### src/rtl/bcm_pkg.sv
package bcm_pkg;

  typedef enum logic [1:0] {
    ST_ARMED   = 2'd0,
    ST_CAPTURE = 2'd1,
    ST_DONE    = 2'd2
  } mon_state_t;

  // Control bit positions inside the control vectors.
  localparam int CTL_RD = 0;
  localparam int CTL_WR = 1;
  localparam int CTL_M1 = 2;
  localparam int CTL_W  = 3;

  function automatic logic [7:0] nib_to_ascii(input logic [3:0] nib);
    if (nib < 4'd10) return 8'h30 + {4'h0, nib};
    else             return 8'h37 + {4'h0, nib};
  endfunction

endpackage

### src/rtl/bcm_sync.sv
module bcm_sync #(
  parameter int             W       = 8,
  parameter logic [W-1:0]   RST_VAL = '0
) (
  input  logic         clk,
  input  logic         rst_n,
  input  logic [W-1:0] d_i,
  output logic [W-1:0] q_o
);
  logic [W-1:0] meta_q;
  logic [W-1:0] sync_q;

  always_ff @(posedge clk or negedge rst_n) begin
    if (!rst_n) begin
      meta_q <= RST_VAL;
      sync_q <= RST_VAL;
    end else begin
      meta_q <= d_i;
      sync_q <= meta_q;
    end
  end

  assign q_o = sync_q;
endmodule

### src/rtl/bcm_edge.sv
// Holds the last sample of a bus cycle and flags the sample where
// its strobe releases.
module bcm_edge #(
  parameter int ADDR_W = 16,
  parameter int DATA_W = 8,
  parameter int CTL_W  = 3
) (
  input  logic              clk,
  input  logic              rst_n,
  input  logic              strobe_i,
  input  logic [ADDR_W-1:0] addr_i,
  input  logic [DATA_W-1:0] data_i,
  input  logic [CTL_W-1:0]  ctl_act_i,
  output logic              cyc_end_o,
  output logic [ADDR_W-1:0] addr_o,
  output logic [DATA_W-1:0] data_o,
  output logic [CTL_W-1:0]  ctl_act_o
);
  logic strobe_q;

  always_ff @(posedge clk or negedge rst_n) begin
    if (!rst_n) begin
      strobe_q  <= 1'b0;
      addr_o    <= '0;
      data_o    <= '0;
      ctl_act_o <= '0;
    end else begin
      strobe_q  <= strobe_i;
      addr_o    <= addr_i;
      data_o    <= data_i;
      ctl_act_o <= ctl_act_i;
    end
  end

  assign cyc_end_o = strobe_q & ~strobe_i;

  // one bus cycle, however many strobes overlap, yields one pulse
  a_r8_single_pulse: assert property (@(posedge clk) disable iff (!rst_n)
    cyc_end_o |=> !cyc_end_o);
endmodule

### src/rtl/bcm_match.sv
module bcm_match #(
  parameter int ADDR_W = 16,
  parameter int CTL_W  = 3
) (
  input  logic [ADDR_W-1:0] addr_i,
  input  logic [CTL_W-1:0]  ctl_act_i,
  input  logic [ADDR_W-1:0] cmp_addr_i,
  input  logic [ADDR_W-1:0] cmp_addr_en_i,
  input  logic [CTL_W-1:0]  cmp_ctl_i,
  input  logic [CTL_W-1:0]  cmp_ctl_en_i,
  output logic              hit_o
);
  logic [ADDR_W-1:0] addr_ok;
  logic [CTL_W-1:0]  ctl_ok;

  for (genvar i = 0; i < ADDR_W; i++) begin : g_abit
    assign addr_ok[i] = ~cmp_addr_en_i[i] | (addr_i[i] == cmp_addr_i[i]);
  end

  for (genvar j = 0; j < CTL_W; j++) begin : g_cbit
    assign ctl_ok[j] = ~cmp_ctl_en_i[j] | (ctl_act_i[j] == cmp_ctl_i[j]);
  end

  assign hit_o = (&addr_ok) & (&ctl_ok);
endmodule

### src/rtl/bcm_capture.sv
module bcm_capture
  import bcm_pkg::*;
#(
  parameter int DATA_W = 8,
  parameter int SLOTS  = 5,
  localparam int CNT_W = $clog2(SLOTS + 1)
) (
  input  logic                    clk,
  input  logic                    rst_n,
  input  logic                    rearm_i,
  input  logic                    cyc_end_i,
  input  logic                    hit_i,
  input  logic [DATA_W-1:0]       data_i,
  output logic [SLOTS*DATA_W-1:0] slots_o,
  output mon_state_t              state_o,
  output logic [CNT_W-1:0]        fill_o
);
  localparam logic [CNT_W-1:0] LAST = CNT_W'(SLOTS - 1);

  mon_state_t       state_q;
  logic [CNT_W-1:0] fill_q;
  logic             store;

  assign store = (state_q == ST_CAPTURE) && cyc_end_i;

  always_ff @(posedge clk or negedge rst_n) begin
    if (!rst_n) begin
      state_q <= ST_ARMED;
      fill_q  <= '0;
    end else if (rearm_i) begin
      state_q <= ST_ARMED;
      fill_q  <= '0;
    end else begin
      case (state_q)
        ST_ARMED:   if (cyc_end_i && hit_i) state_q <= ST_CAPTURE;
        ST_CAPTURE: if (cyc_end_i) begin
          fill_q <= fill_q + 1'b1;
          if (fill_q == LAST) state_q <= ST_DONE;
        end
        default: ;
      endcase
    end
  end

  for (genvar k = 0; k < SLOTS; k++) begin : g_slot
    logic [DATA_W-1:0] slot_q;
    always_ff @(posedge clk or negedge rst_n) begin
      if (!rst_n)                                slot_q <= '0;
      else if (rearm_i)                          slot_q <= '0;
      else if (store && fill_q == CNT_W'(k))     slot_q <= data_i;
    end
    assign slots_o[k*DATA_W +: DATA_W] = slot_q;
  end

  assign state_o = state_q;
  assign fill_o  = fill_q;

  // nothing is stored while waiting for the trigger
  a_r3_armed_empty: assert property (@(posedge clk) disable iff (!rst_n)
    (state_q == ST_ARMED) |-> (fill_q == '0));
  // the slot index never runs past the last slot
  a_r4_fill_bound: assert property (@(posedge clk) disable iff (!rst_n)
    fill_q <= CNT_W'(SLOTS));
  // the fill count advances by at most one per sample
  a_r4_fill_step: assert property (@(posedge clk) disable iff (!rst_n)
    !rearm_i |=> (fill_q == $past(fill_q) || fill_q == CNT_W'($past(fill_q) + 1'b1)));
  // once done, slots and state hold until re-arm
  a_r6_done_holds: assert property (@(posedge clk) disable iff (!rst_n)
    (state_q == ST_DONE && !rearm_i) |=> ($stable(slots_o) && state_q == ST_DONE));
  // re-arm empties everything
  a_r7_rearm_clears: assert property (@(posedge clk) disable iff (!rst_n)
    rearm_i |=> (fill_q == '0 && state_q == ST_ARMED && slots_o == '0));
endmodule

### src/rtl/bus_capture_mon.sv
module bus_capture_mon
  import bcm_pkg::*;
#(
  parameter int ADDR_W = 16,
  parameter int DATA_W = 8,
  parameter int SLOTS  = 5,
  localparam int CNT_W = $clog2(SLOTS + 1),
  localparam int NIBS  = DATA_W / 4
) (
  input  logic                       clk,
  input  logic                       rst_n,
  input  logic [ADDR_W-1:0]          addr_i,
  input  logic [DATA_W-1:0]          data_i,
  input  logic                       rd_n_i,
  input  logic                       wr_n_i,
  input  logic                       m1_n_i,
  input  logic [ADDR_W-1:0]          cmp_addr_i,
  input  logic [ADDR_W-1:0]          cmp_addr_en_i,
  input  logic [CTL_W-1:0]           cmp_ctl_i,
  input  logic [CTL_W-1:0]           cmp_ctl_en_i,
  input  logic                       rearm_i,
  output logic [SLOTS*DATA_W-1:0]    slot_data_o,
  output logic [SLOTS*NIBS*8-1:0]    hex_ascii_o,
  output logic [1:0]                 state_o,
  output logic [CNT_W-1:0]           fill_o
);
  localparam int BUS_W = CTL_W + ADDR_W + DATA_W;
  localparam logic [BUS_W-1:0] BUS_RST = {{CTL_W{1'b1}}, {(ADDR_W + DATA_W){1'b0}}};

  logic [BUS_W-1:0]  bus_raw, bus_s;
  logic [CTL_W-1:0]  ctl_n_s, ctl_act_s, ctl_act_h;
  logic [ADDR_W-1:0] addr_s, addr_h;
  logic [DATA_W-1:0] data_s, data_h;
  logic              strobe_s, cyc_end, hit;
  mon_state_t        state;

  assign bus_raw = {m1_n_i, wr_n_i, rd_n_i, addr_i, data_i};

  bcm_sync #(.W(BUS_W), .RST_VAL(BUS_RST)) u_sync (
    .clk(clk), .rst_n(rst_n), .d_i(bus_raw), .q_o(bus_s));

  assign {ctl_n_s, addr_s, data_s} = bus_s;
  assign ctl_act_s = ~ctl_n_s;
  assign strobe_s  = ctl_act_s[CTL_RD] | ctl_act_s[CTL_WR];

  bcm_edge #(.ADDR_W(ADDR_W), .DATA_W(DATA_W), .CTL_W(CTL_W)) u_edge (
    .clk(clk), .rst_n(rst_n), .strobe_i(strobe_s),
    .addr_i(addr_s), .data_i(data_s), .ctl_act_i(ctl_act_s),
    .cyc_end_o(cyc_end), .addr_o(addr_h), .data_o(data_h), .ctl_act_o(ctl_act_h));

  bcm_match #(.ADDR_W(ADDR_W), .CTL_W(CTL_W)) u_match (
    .addr_i(addr_h), .ctl_act_i(ctl_act_h),
    .cmp_addr_i(cmp_addr_i), .cmp_addr_en_i(cmp_addr_en_i),
    .cmp_ctl_i(cmp_ctl_i), .cmp_ctl_en_i(cmp_ctl_en_i),
    .hit_o(hit));

  bcm_capture #(.DATA_W(DATA_W), .SLOTS(SLOTS)) u_cap (
    .clk(clk), .rst_n(rst_n), .rearm_i(rearm_i),
    .cyc_end_i(cyc_end), .hit_i(hit), .data_i(data_h),
    .slots_o(slot_data_o), .state_o(state), .fill_o(fill_o));

  assign state_o = state;

  // Character order per slot: most significant nibble first.
  for (genvar k = 0; k < SLOTS; k++) begin : g_hex
    for (genvar n = 0; n < NIBS; n++) begin : g_nib
      assign hex_ascii_o[(k*NIBS + n)*8 +: 8] =
        nib_to_ascii(slot_data_o[k*DATA_W + (NIBS-1-n)*4 +: 4]);
    end
  end

  // a disabled compare never lets the block leave armed without a cycle end
  a_r2_trigger_needs_cycle: assert property (@(posedge clk) disable iff (!rst_n)
    (state == ST_ARMED && !rearm_i && !cyc_end) |=> (state == ST_ARMED));
endmodule

### config.mk
export PLATFORM = sky130hd
export DESIGN_NAME = bus_capture_mon
export DESIGN_NICKNAME = d
export VERILOG_FILES = /design/src/rtl/bcm_pkg.sv /design/src/rtl/bcm_sync.sv /design/src/rtl/bcm_edge.sv /design/src/rtl/bcm_match.sv /design/src/rtl/bcm_capture.sv /design/src/rtl/bus_capture_mon.sv
export SDC_FILE = /design/constraint.sdc
export NUM_CORES = 1
export LEC_CHECK = 0
export ABC_AREA = 0
export BUFFER_PORTS_ARGS = -buffer_cell sky130_fd_sc_hd__clkbuf_2
export CAP_MARGIN = 20
export CORE_MARGIN = 2
export CORE_UTILIZATION = 30
export DETAILED_ROUTE_END_ITERATION = 16
export GPL_TIMING_DRIVEN = 0
export PLACE_DENSITY = 0.51
export SLEW_MARGIN = 20
export SYNTH_ARGS = -nofsm -noshare
export SYNTH_HDL_FRONTEND = slang
export SYNTH_SLANG_ARGS = --single-unit
export TNS_END_PERCENT = 5
### constraint.sdc
create_clock -name clk -period 2 [get_ports clk]
set_input_delay 0.2 -clock clk [delete_from_list [all_inputs] [get_ports clk]]
set_output_delay 0.2 -clock clk [all_outputs]
set_load 0.01 [all_outputs]
# ---- Yosys cells after proc, flatten, opt, wreduce, memory -nomap -nowiden
# Cells that the tools add are included.
dict set report totals {
  register_bits 127
  latch_bits 0
  ramBits 0
  rom_bits 0
  output_inout_bits 125
  wordCells 163
  memories 0
}
dict set report op_classes {
  addsub 21
  n_mul 0
  div 0
  order_cmp 10
  eq_ne 27
  shift 0
  n_mux 28
  bitwise_logic 43
  reduce_logical 21
}
# cell n
set ops {}
lappend ops {{6-bit by 4-bit adder with 7-bit output (first input constant)} 20}
lappend ops {{8-bit two-way mux} 10}
lappend ops {{7-bit two-way mux} 10}
lappend ops {{4-bit < comparator (second input constant)} 10}
lappend ops {{1-bit inverter} 20}
lappend ops {{1-bit OR} 20}
lappend ops {{1-bit == test} 19}
lappend ops {{16-bit AND reduction} 1}
lappend ops {{2-bit nonzero test} 7}
lappend ops {{3-bit two-way mux} 3}
lappend ops {{2-bit two-way mux} 4}
lappend ops {{1-bit logical AND} 7}
lappend ops {{3-bit by 2-bit == test with 1-bit output (second input constant)} 2}
lappend ops {{3-bit by 2-bit inequality test with 1-bit output (second input constant)} 2}
lappend ops {{2-bit case mux with 2 select lines} 1}
lappend ops {{4-bit AND reduction} 1}
lappend ops {{3-bit by 1-bit adder with 3-bit output (second input constant)} 1}
lappend ops {{3-bit by 1-bit == test with 1-bit output (second input constant)} 1}
lappend ops {{3-bit == test (second input constant)} 1}
lappend ops {{3-bit zero test} 1}
lappend ops {{3-bit inequality test (second input constant)} 1}
lappend ops {{3-bit inverter} 1}
lappend ops {{3-bit AND reduction} 1}
lappend ops {{3-bit nonzero test} 1}
lappend ops {{4 further kinds} 5}

# ---- Logic depth before layout (Yosys ltp)
# Gate-level depths: netlist (run 1).
dict set report depth {
  ltp_word 8
  ltp_mapped 6
}

# ---- Modules after synthesis
# A second synthesis (run 1) with hierarchy kept.
dict set report hier_totals {
  cells_unflattened 455
  hier_area_um2 5421.4
}
# module n_inst cells_each area_per_inst_um2 seq_area_each_um2
set modules_own_cells {}
lappend modules_own_cells {bcm_capture 1 177 2063.2 1126.1}
lappend modules_own_cells {bcm_sync 1 54 1358.8 1358.8}
lappend modules_own_cells {bus_capture_mon 1 163 1022.2 0.0}
lappend modules_own_cells {bcm_edge 1 29 714.4 700.7}
lappend modules_own_cells {bcm_match 1 32 262.8 0.0}

# ---- Least setup slack after synthesis (run 1)
# No wires, ideal clock.
dict set report synth_path {
  path_kind {register to register}
  start {register u_sync.sync_q[25], in the netlist u_sync.q_o[25]}
  end {register u_cap.g_slot[0].slot_q[0]}
  setup_time_ps 132
  arrival_time_ps 1404
  required_time_ps 1868
  slack_ps 464
  stages_incl_launch_ff 6
  path_buffers 1
  synth_period_minus_slack_ps 1536
  cell_sequence {dfstp_2 -> and4b_1 -> buf_6 -> nand4_2 -> mux2i_1 -> nor2_1}
}
dict set report synth_via {
  elab_chain_len 7
}
# element line
set synth_rtl {}
lappend synth_rtl {{start: declaration} bcm_sync.sv:11} ;# logic [W-1:0] sync_q;
lappend synth_rtl {{start signal: assignment} bcm_sync.sv:19} ;# sync_q <= meta_q;
lappend synth_rtl {{3-bit inverter} bus_capture_mon.sv:43} ;# assign ctl_act_s = ~ctl_n_s;
lappend synth_rtl {{1-bit OR} bus_capture_mon.sv:44} ;# assign strobe_s = ctl_act_s[CTL_RD] | ctl_act_s[CTL_WR];
lappend synth_rtl {{1-bit inverter} bcm_edge.sv:35} ;# assign cyc_end_o = strobe_q & ~strobe_i;
lappend synth_rtl {{1-bit AND} bcm_edge.sv:35}
lappend synth_rtl {{1-bit logical AND} bcm_capture.sv:24} ;# assign store = (state_q == ST_CAPTURE) && cyc_end_i;
lappend synth_rtl {{1-bit logical AND} bcm_capture.sv:50} ;# else if (store && fill_q == CNT_W'(k)) slot_q <= data_i;
lappend synth_rtl {{2-bit nonzero test (no line)} --}
lappend synth_rtl {{end signal: assignment} bcm_capture.sv:50}
lappend synth_rtl {{end: declaration} bcm_capture.sv:46} ;# logic [DATA_W-1:0] slot_q;
# No other way between the ends.
# A chain may end at the register's enable or synchronous reset.

# ---- Worst setup path in the final report (run 1)
dict set report layout_path {
  start {register u_sync.sync_q[25], in the netlist u_sync.q_o[25]}
  end {register u_cap.g_slot[0].slot_q[6]}
}
# The elaborated chain is that of the path after synthesis.

==> results.txt, run 1 <==
- On the final layout, the worst hold slack is 85.2 ps.
- Commonest non-fill, non-tap cell in the layout: sky130_fd_sc_hd__clkbuf_2
- Fraction of power consumed by sequential logic: 43.5%
- The finished layout holds 914 standard cells, fillers aside.
- Count of vias placed by the detailed router: 3868
- Top library cells by usage in the layout, fill and taps aside: sky130_fd_sc_hd__clkbuf_2 (181), sky130_fd_sc_hd__dfrtp_1 (120), sky130_fd_sc_hd__inv_1 (58), sky130_fd_sc_hd__a21oi_1 (33), sky130_fd_sc_hd__nand2_1 (31)
- Area growth from synthesis to layout: 41.5%
- Yosys warns: 0
- The floorplan step set the die width to 135 microns.
- Final global-route overflow total: 0
* CORE AREA: 0.0171 sq mm
- Static leakage: 3.76 nW
* Die extent in y: 135 microns
- Min cycle time layout: 1780 ps
* Delay of the slowest critical-path stage: 540 ps
- Initial DRT Pass Iterations: 4
- Internal power comes to 4.96 mW.
* Post-layout utilization of the core: 42.9%
* Part of the total power dissipated in the clock network: 48.8%
* Bufs on Longest Clock Path: 2
- Share of synthesized area occupied by flip-flops and latches: 61.6%
- The mapped netlist covers 0.00517 sq mm.
- Total power for the finished layout comes to 6.35 mW.
- Summed over all nets, the half-perimeter wirelength after detailed placement is 8960 microns.
- Power Dens Cells: 867 mW/mm^2
* Peak fanout along the critical path: 10
* Max-slew violation count: 0
- Once placement finished, the instance area stood at 0.00643 sq mm.
* Count of standard-cell rows: 48
* Setup clock skew after layout: 8.00 ps
- Traced cell by cell, the critical path runs through and4b_1, buf_6, nand4_2, mux2i_1, nor2_1.
- Hold crit path type: in -> reg
* Setup TNS after final layout: 0 ps
- For the worst setup path, the data required time is 2270 ps.
- Across every metal layer, demand over resource in global routing totals 13.4%.
- Setup slack at placement: 223 ps
* Maximum ir drop on the vdd rail: 0.000471 V
- Critical path capture point type: flip-flop
* Data arrival time of the critical path: 2050 ps
- 193 I/O pins were placed.
- Including well taps, the total number of placed cells is 856.
* Pin count of the biggest net entering global routing: 67
- H-tree depth: 4
* Effective utilization at floorplan: 30.3%
- The via count of the first global-routing pass was 3779.
* Post-route antenna net violation count: 0
- The tree is rooted in a sky130_fd_sc_hd__clkbuf_16.
- Iteration-0 DRC Markers: 88
* Cells after Synth: 439
* Comb power frac: 7.7%
* Per-cell via count in the routed design: 4.23
* Drt wl/cell: 13.0 microns
* Final Cycle Share: 88.9%
* Fin. Hold Viols: 0
- The first global-routing pass estimated 18900 microns of wire.
- After the last flow step, the layout net total stands at 761.
- The number of antenna violations at the first check in global routing came to 0.
- Share of layout cells above drive strength 1: 35.1%
- Total of flip-flops plus latches after synthesis: 127
* Total Wirelength: 11900 microns
* Net switching fraction of the power: 21.8%
* Worst Setup Slack, final: 222 ps
* Net Switching: 1.39 mW
- A synthesized cell averages 11.8 sq um.
- Final count of negative-setup-slack endpoints: 0
- Cell type of the slowest stage on the worst timing path: sky130_fd_sc_hd__dfstp_2
- Status: finished, final reports clean
- Maximum clock frequency: 563 MHz
- For the worst-skew pair, the clock arrives at the later sink with an insertion delay of 410 ps.
* Cts bufs inserted: 17
- Setup repair after global routing left no endpoint under its margin.
* Final design area excluding fillers: 0.00732 sq mm
- Clock input transition at the sequential cells of the worst setup and hold paths: 50 ps
* CTS Sinks: 127
- Counting distinct cell types in the post-synthesis netlist gives 30.
- DRC violation count after routing: 0
- Post-CTS setup-driven buffer insertion count: 0
- Critical setup path kind: reg -> reg
- Total die area: 0.0183 sq mm
* GP Congestion: 0.780
- In this run the tool buffered the top-level ports with 182 buffer cells.
- Type of element launching the critical path: flip-flop
- Antenna diode count: 0
* # Max-Cap Violations: 0
- TritonCTS built the clock tree.
sequential cells by signal (all words and copies together), names as in the netlist:
name,cells
u_edge.data_o,8
u_edge.strobe_q,1
u_edge.addr_o,16
u_cap.state_o,2
u_cap.fill_o,3
u_sync.q_o,27
u_edge.ctl_act_o,3
u_sync.meta_q,27
u_cap.g_slot.slot_q,40
logic make-up after synthesis:
kind of cell / synth area share [%]
AO/OA/AOI/OAI: 8.95
XOR/XNOR: 6.77
adder cells (fa/ha/maj): 3.63
buffers and inverters: 6.65
flip-flops: 61.6
multiplexers: 4.64
other: 0.0725
AND/OR/NAND/NOR: 7.69
final timing paths:
path,start,end,slack [ps],depth (start not counted)
max,u_sync.q_o[25],u_cap.g_slot[0].slot_q[6],220,5
min in group asynchronous,rst_n,u_sync.meta_q[8],320,2
max reg2reg,u_sync.q_o[25],u_cap.g_slot[0].slot_q[6],220,5
min,cmp_ctl_en_i[2],u_cap.state_o[0],90,4
max in group asynchronous,rst_n,u_cap.g_slot[1].slot_q[2],990,3
min reg2reg,u_sync.q_o[8],u_edge.addr_o[0],340,0
cells in the mapped netlist:
master                     number  share of area, %
sky130_fd_sc_hd__dfrtp_1      121                59
sky130_fd_sc_hd__inv_1         58               4.2
sky130_fd_sc_hd__a21oi_1       33               3.2
sky130_fd_sc_hd__nand2_1       31               2.2
sky130_fd_sc_hd__nor2_1        26               1.9
sky130_fd_sc_hd__mux2i_1       24               4.6
sky130_fd_sc_hd__xnor2_1       22               3.7
sky130_fd_sc_hd__xor2_1        18               3.0
sky130_fd_sc_hd__ha_1          15               3.6
sky130_fd_sc_hd__o21ai_0       14               1.4
sky130_fd_sc_hd__and3_1        10               1.2
sky130_fd_sc_hd__buf_4         10               1.5
sky130_fd_sc_hd__o21a_1        10               1.5
sky130_fd_sc_hd__a22oi_1        9               1.3
sky130_fd_sc_hd__nand2b_1       9               1.1
sky130_fd_sc_hd__dfstp_2        6               3.0
sky130_fd_sc_hd__buf_2          5              0.48
sky130_fd_sc_hd__nand4_2        3              0.73
sky130_fd_sc_hd__buf_6          2              0.44
sky130_fd_sc_hd__nand4_1        2              0.24
sky130_fd_sc_hd__o21ai_1        2              0.19
sky130_fd_sc_hd__a311oi_1       1              0.17
sky130_fd_sc_hd__a31oi_4        1              0.41
sky130_fd_sc_hd__a41oi_4        1              0.53
sky130_fd_sc_hd__and4b_1        1              0.19
sky130_fd_sc_hd__clkbuf_1       1             0.072
sky130_fd_sc_hd__conb_1         1             0.072
sky130_fd_sc_hd__nand3_1        1             0.097
sky130_fd_sc_hd__o211a_1        1              0.19
sky130_fd_sc_hd__o31ai_1        1              0.15
worst max-delay path, delay by kind of cell (launching register included):
kind | cells | cell delay, ps
buffers and inverters | 1 | 170
flip-flops | 1 | 540
multiplexers | 1 | 270
AND/OR/NAND/NOR | 3 | 640
per-layer routing:
layer	global-route usage (%)	share of wire, %	wire length, microns	vias up
met1	17.0	44	5210	1875
met2	22.4	51	6030	105
met5	0	0	0	-
met4	4.17	0.73	87	0
li1	-	-	-	1880
met3	3.55	4.6	544	8
timing repair:
action	CTS	global route
hold buffers	28	0
setup endpoints to repair	0	1
resized for setup	0	1
endpoints found under the hold margin	82	0
cell type report:
class / instances / area [sq um]
buffer: 18 / 126
timing repair buffer: 211 / 1230
tap: 225 / 282
sequential: 127 / 3190
clock inverter: 10 / 136
fill: 1666 / 9740
multi-input combinational: 245 / 1680
inverter: 58 / 218
clock buffer: 20 / 467
power groups by stage:
stage | combinational (mW) | sequential (mW) | clock [mW]
6_report | 0.487 | 2.76 | 3.10
5_1_grt | 0.550 | 2.77 | 3.31
4_1_cts | 0.499 | 2.76 | 3.18
3_5_place_dp | 0.453 | 2.81 | 0
3_3_place_gp | 0.435 | 2.80 | 0
2_1_floorplan | 0.209 | 2.79 | 0
Note: power is estimated with default switching activity, not from simulation.
==> inputs of run 2 (changes only) <==
GPL_TIMING_DRIVEN = default   (was 0)
PLACE_DENSITY = 0.58   (was 0.51)
==> run 2 against run 1 <==
Compared with the run above:
- clock-buffer cell count shrank 1
- clock skew grew 8.4 ps
- critical path depth shrank 1
- final cell count shrank 1.3%
- via count shrank 1.7%
- sequential share of layout area grew 0.21 points
- utilization shrank 0.22 points
- combinational power shrank 3%
- design area shrank 0.51%
- first-iteration DRC count grew 61%
- die area is the same
- critical path type unchanged
- critical endpoint is now u_cap.g_slot[2].slot_q[6]
- highest routed layer unchanged
==> results.txt, run 2 (synthesized netlist as in run 1, its figures left out) <==
- Routability-driven placement finished with a final weighted congestion of 0.812.
- Net switching fraction of the power: 21.6%
* Worst Hold Path EP: u_cap.state_o[0]
- The register with the most flip-flops in the layout has 40 of them.
- Counting every sink on the clock net gives 127.
* Half-perimeter wire length after placement: 8780 microns
- The layout has 1613 filler cells.
- The analysis attributes to net switching a power of 1.42 mW.
- Die extent in y: 135 microns
- The final route contains 3802 vias.
* Data arrival time of the critical path: 2080 ps
- Via count of the first global-routing pass: 3787
* Total die area: 0.0183 sq mm
* Min cycle time layout: 1780 ps
* DRC violation count after routing: 0
- The tool flagged a number of max-cap violations equal to 0.
* Post-layout utilization of the core: 42.7%
* Bufs on Longest Clock Path: 2
- Clock latency on the worst-skew pair, taken at its later pin, is 420 ps.
- Top library cells by usage in the layout, fill and taps aside: sky130_fd_sc_hd__clkbuf_2 (181), sky130_fd_sc_hd__dfrtp_1 (121), sky130_fd_sc_hd__inv_1 (58), sky130_fd_sc_hd__a21oi_1 (33), sky130_fd_sc_hd__nand2_1 (31)
- For this run, the post-layout net count is 747.
- Maximum clock frequency: 560 MHz
- Peak fanout along the critical path: 9
* Power after layout: 6.61 mW
- Clock root buffer: sky130_fd_sc_hd__clkbuf_16
- Worst flop-to-flop path endpoint: u_cap.g_slot[2].slot_q[6]
- Final count of negative-setup-slack endpoints: 0
- Clock input transition at the sequential cells of the worst setup and hold paths: 60 ps
* Total Wirelength: 11700 microns
- Setup TNS after final layout: 0 ps
* Iteration-0 DRC Markers: 142
- CORE AREA: 0.0171 sq mm
- The number of cells on the worst reg-to-reg path is 4.
- Once detail routing completed, the nets flagged for antenna violations numbered 0.
* Drt wl/cell: 13.0 microns
- The worst hold path belongs to the class in -> reg.
- Final design area excluding fillers: 0.00728 sq mm
* Setup repair after global routing missed its margin: false
- Effective utilization at floorplan: 30.3%
- Flop2flop setup slack: 220 ps
- Share of layout cells above drive strength 1: 34.1%
- In this run the core area contains 48 standard-cell rows.
- After detailed routing, the number of vias per cell comes to 4.22.
* All-Layer GR Usage: 13.3%
- During I/O placement, the number of pins put on the boundary was 193.
- The analysis attributes to cell leakage a power of 3.71 nW.
- Beginning of the worst register-to-register path: u_sync.q_o[25]
- The startpoint identified for the worst hold timing path is cmp_ctl_en_i[2].
- Final global-route overflow total: 0
- Register bank with the most flops: u_cap.g_slot.slot_q
- Part of the total power dissipated in the clock network: 51.1%
* Commonest non-fill, non-tap cell in the layout: sky130_fd_sc_hd__clkbuf_2
- The final number of max-transition violations came to 0.
- Fin. Hold Viols: 0
* Fraction of power consumed by sequential logic: 41.8%
- CTS tree: yes
* Final Cycle Share: 89.2%
* Antenna diode count: 0
* Worst hold slack: 81.0 ps
- Die boundary width: 135 microns
- Comb power frac: 7.1%
* Cts bufs inserted: 17
* Internal power: 5.18 mW
* Power Dens Cells: 907 mW/mm^2
- The worst hold path passes through 4 cells.
* Status: finished, final reports clean
* Area used by sequential logic in the layout: 0.00319 sq mm
* Critical path capture point type: flip-flop
* First-pass GRT wire length: 18700 microns
* Type of element launching the critical path: flip-flop
- The number of antenna violations at the first check in global routing came to 0.
- The critical path is of the reg -> reg type.
* Pin count of the biggest net entering global routing: 48
* Transition time of the tightest slew-check pin: 628 ps
- Maximum ir drop on the vdd rail: 0.000491 V
- Compared with the post-synthesis result, the final layout area differs by 40.8%.
* Required @ worst endpoint: 2300 ps
- Initial DRT Pass Iterations: 4
- Buffers on Ports: 182
- H-tree depth: 4
- Across the routed clock network, the largest skew measured is 16.4 ps.
- Cell area after placement: 0.00634 sq mm
- The multi-input combinational cells in the finished layout cover a total of 0.00168 sq mm.
- Measured against its own limit, the worst slew margin works out to 58.2%.
[run 2: area by class of cell]
type / instances / share of cell area [%]
Sequential cell: 127 / 43.7
Multi-Input combinational cell: 245 / 23.0
Tap cell: 225 / 3.87
Inverter: 58 / 2.99
Clock inverter: 13 / 2.89
Clock buffer: 19 / 6.22
Timing Repair Buffer: 215 / 17.3
[run 2: power by group through the flow]
stage          registers, mW  clock network, mW  logic, mW
2_1_floorplan           2.79                  0      0.209
3_3_place_gp            2.80                  0      0.420
3_5_place_dp            2.81                  0      0.433
4_1_cts                 2.76               3.46      0.477
5_1_grt                 2.77               3.59      0.533
6_report                2.76               3.38      0.470
[run 2: repair_timing]
action,in CTS,in global routing
setup buffers,0,0
endpoints found under the setup margin,0,23
hold endpoints to repair,62,0
gates resized for setup,0,1
hold buffers,28,0
[run 2: per-layer routing]
metal	vias up	routed length, microns	global-route usage, %
met5	-	0	0
met4	0	248	5.90
met3	19	577	4.23
met2	109	6070	22.8
met1	1814	4830	15.4
li1	1860	-	-
[run 2: worst max-delay path: stages, from the launching register on]
cell and delay (ps):
sky130_fd_sc_hd__dfstp_2 530, sky130_fd_sc_hd__and4b_2 410, sky130_fd_sc_hd__nand4_2 370, sky130_fd_sc_hd__mux2i_1 290, sky130_fd_sc_hd__nor2_1 60
[run 2: worst max path at each step]
stage	startpoint	to	slack (ps)	cells past startpoint
floorplan	u_sync.q_o[25]	u_cap.g_slot[0].slot_q[0]	460	5
global placement	u_sync.q_o[25]	u_cap.g_slot[2].slot_q[1]	130	4
detailed placement	u_sync.q_o[25]	u_cap.g_slot[2].slot_q[6]	40	4
CTS	u_sync.q_o[25]	u_cap.g_slot[2].slot_q[6]	40	4
global route	u_sync.q_o[25]	u_cap.g_slot[2].slot_q[6]	60	4
finish	u_sync.q_o[25]	u_cap.g_slot[2].slot_q[6]	220	4
[run 2: per-stage QoR]
step | setup WS (ps) | instances
after floorplan | 464 | 448
after global placement | 129 | 842
after detailed placement | 43.6 | 842
after CTS | 44.2 | 902
after global routing | 57.2 | 902
final | 215 | 902
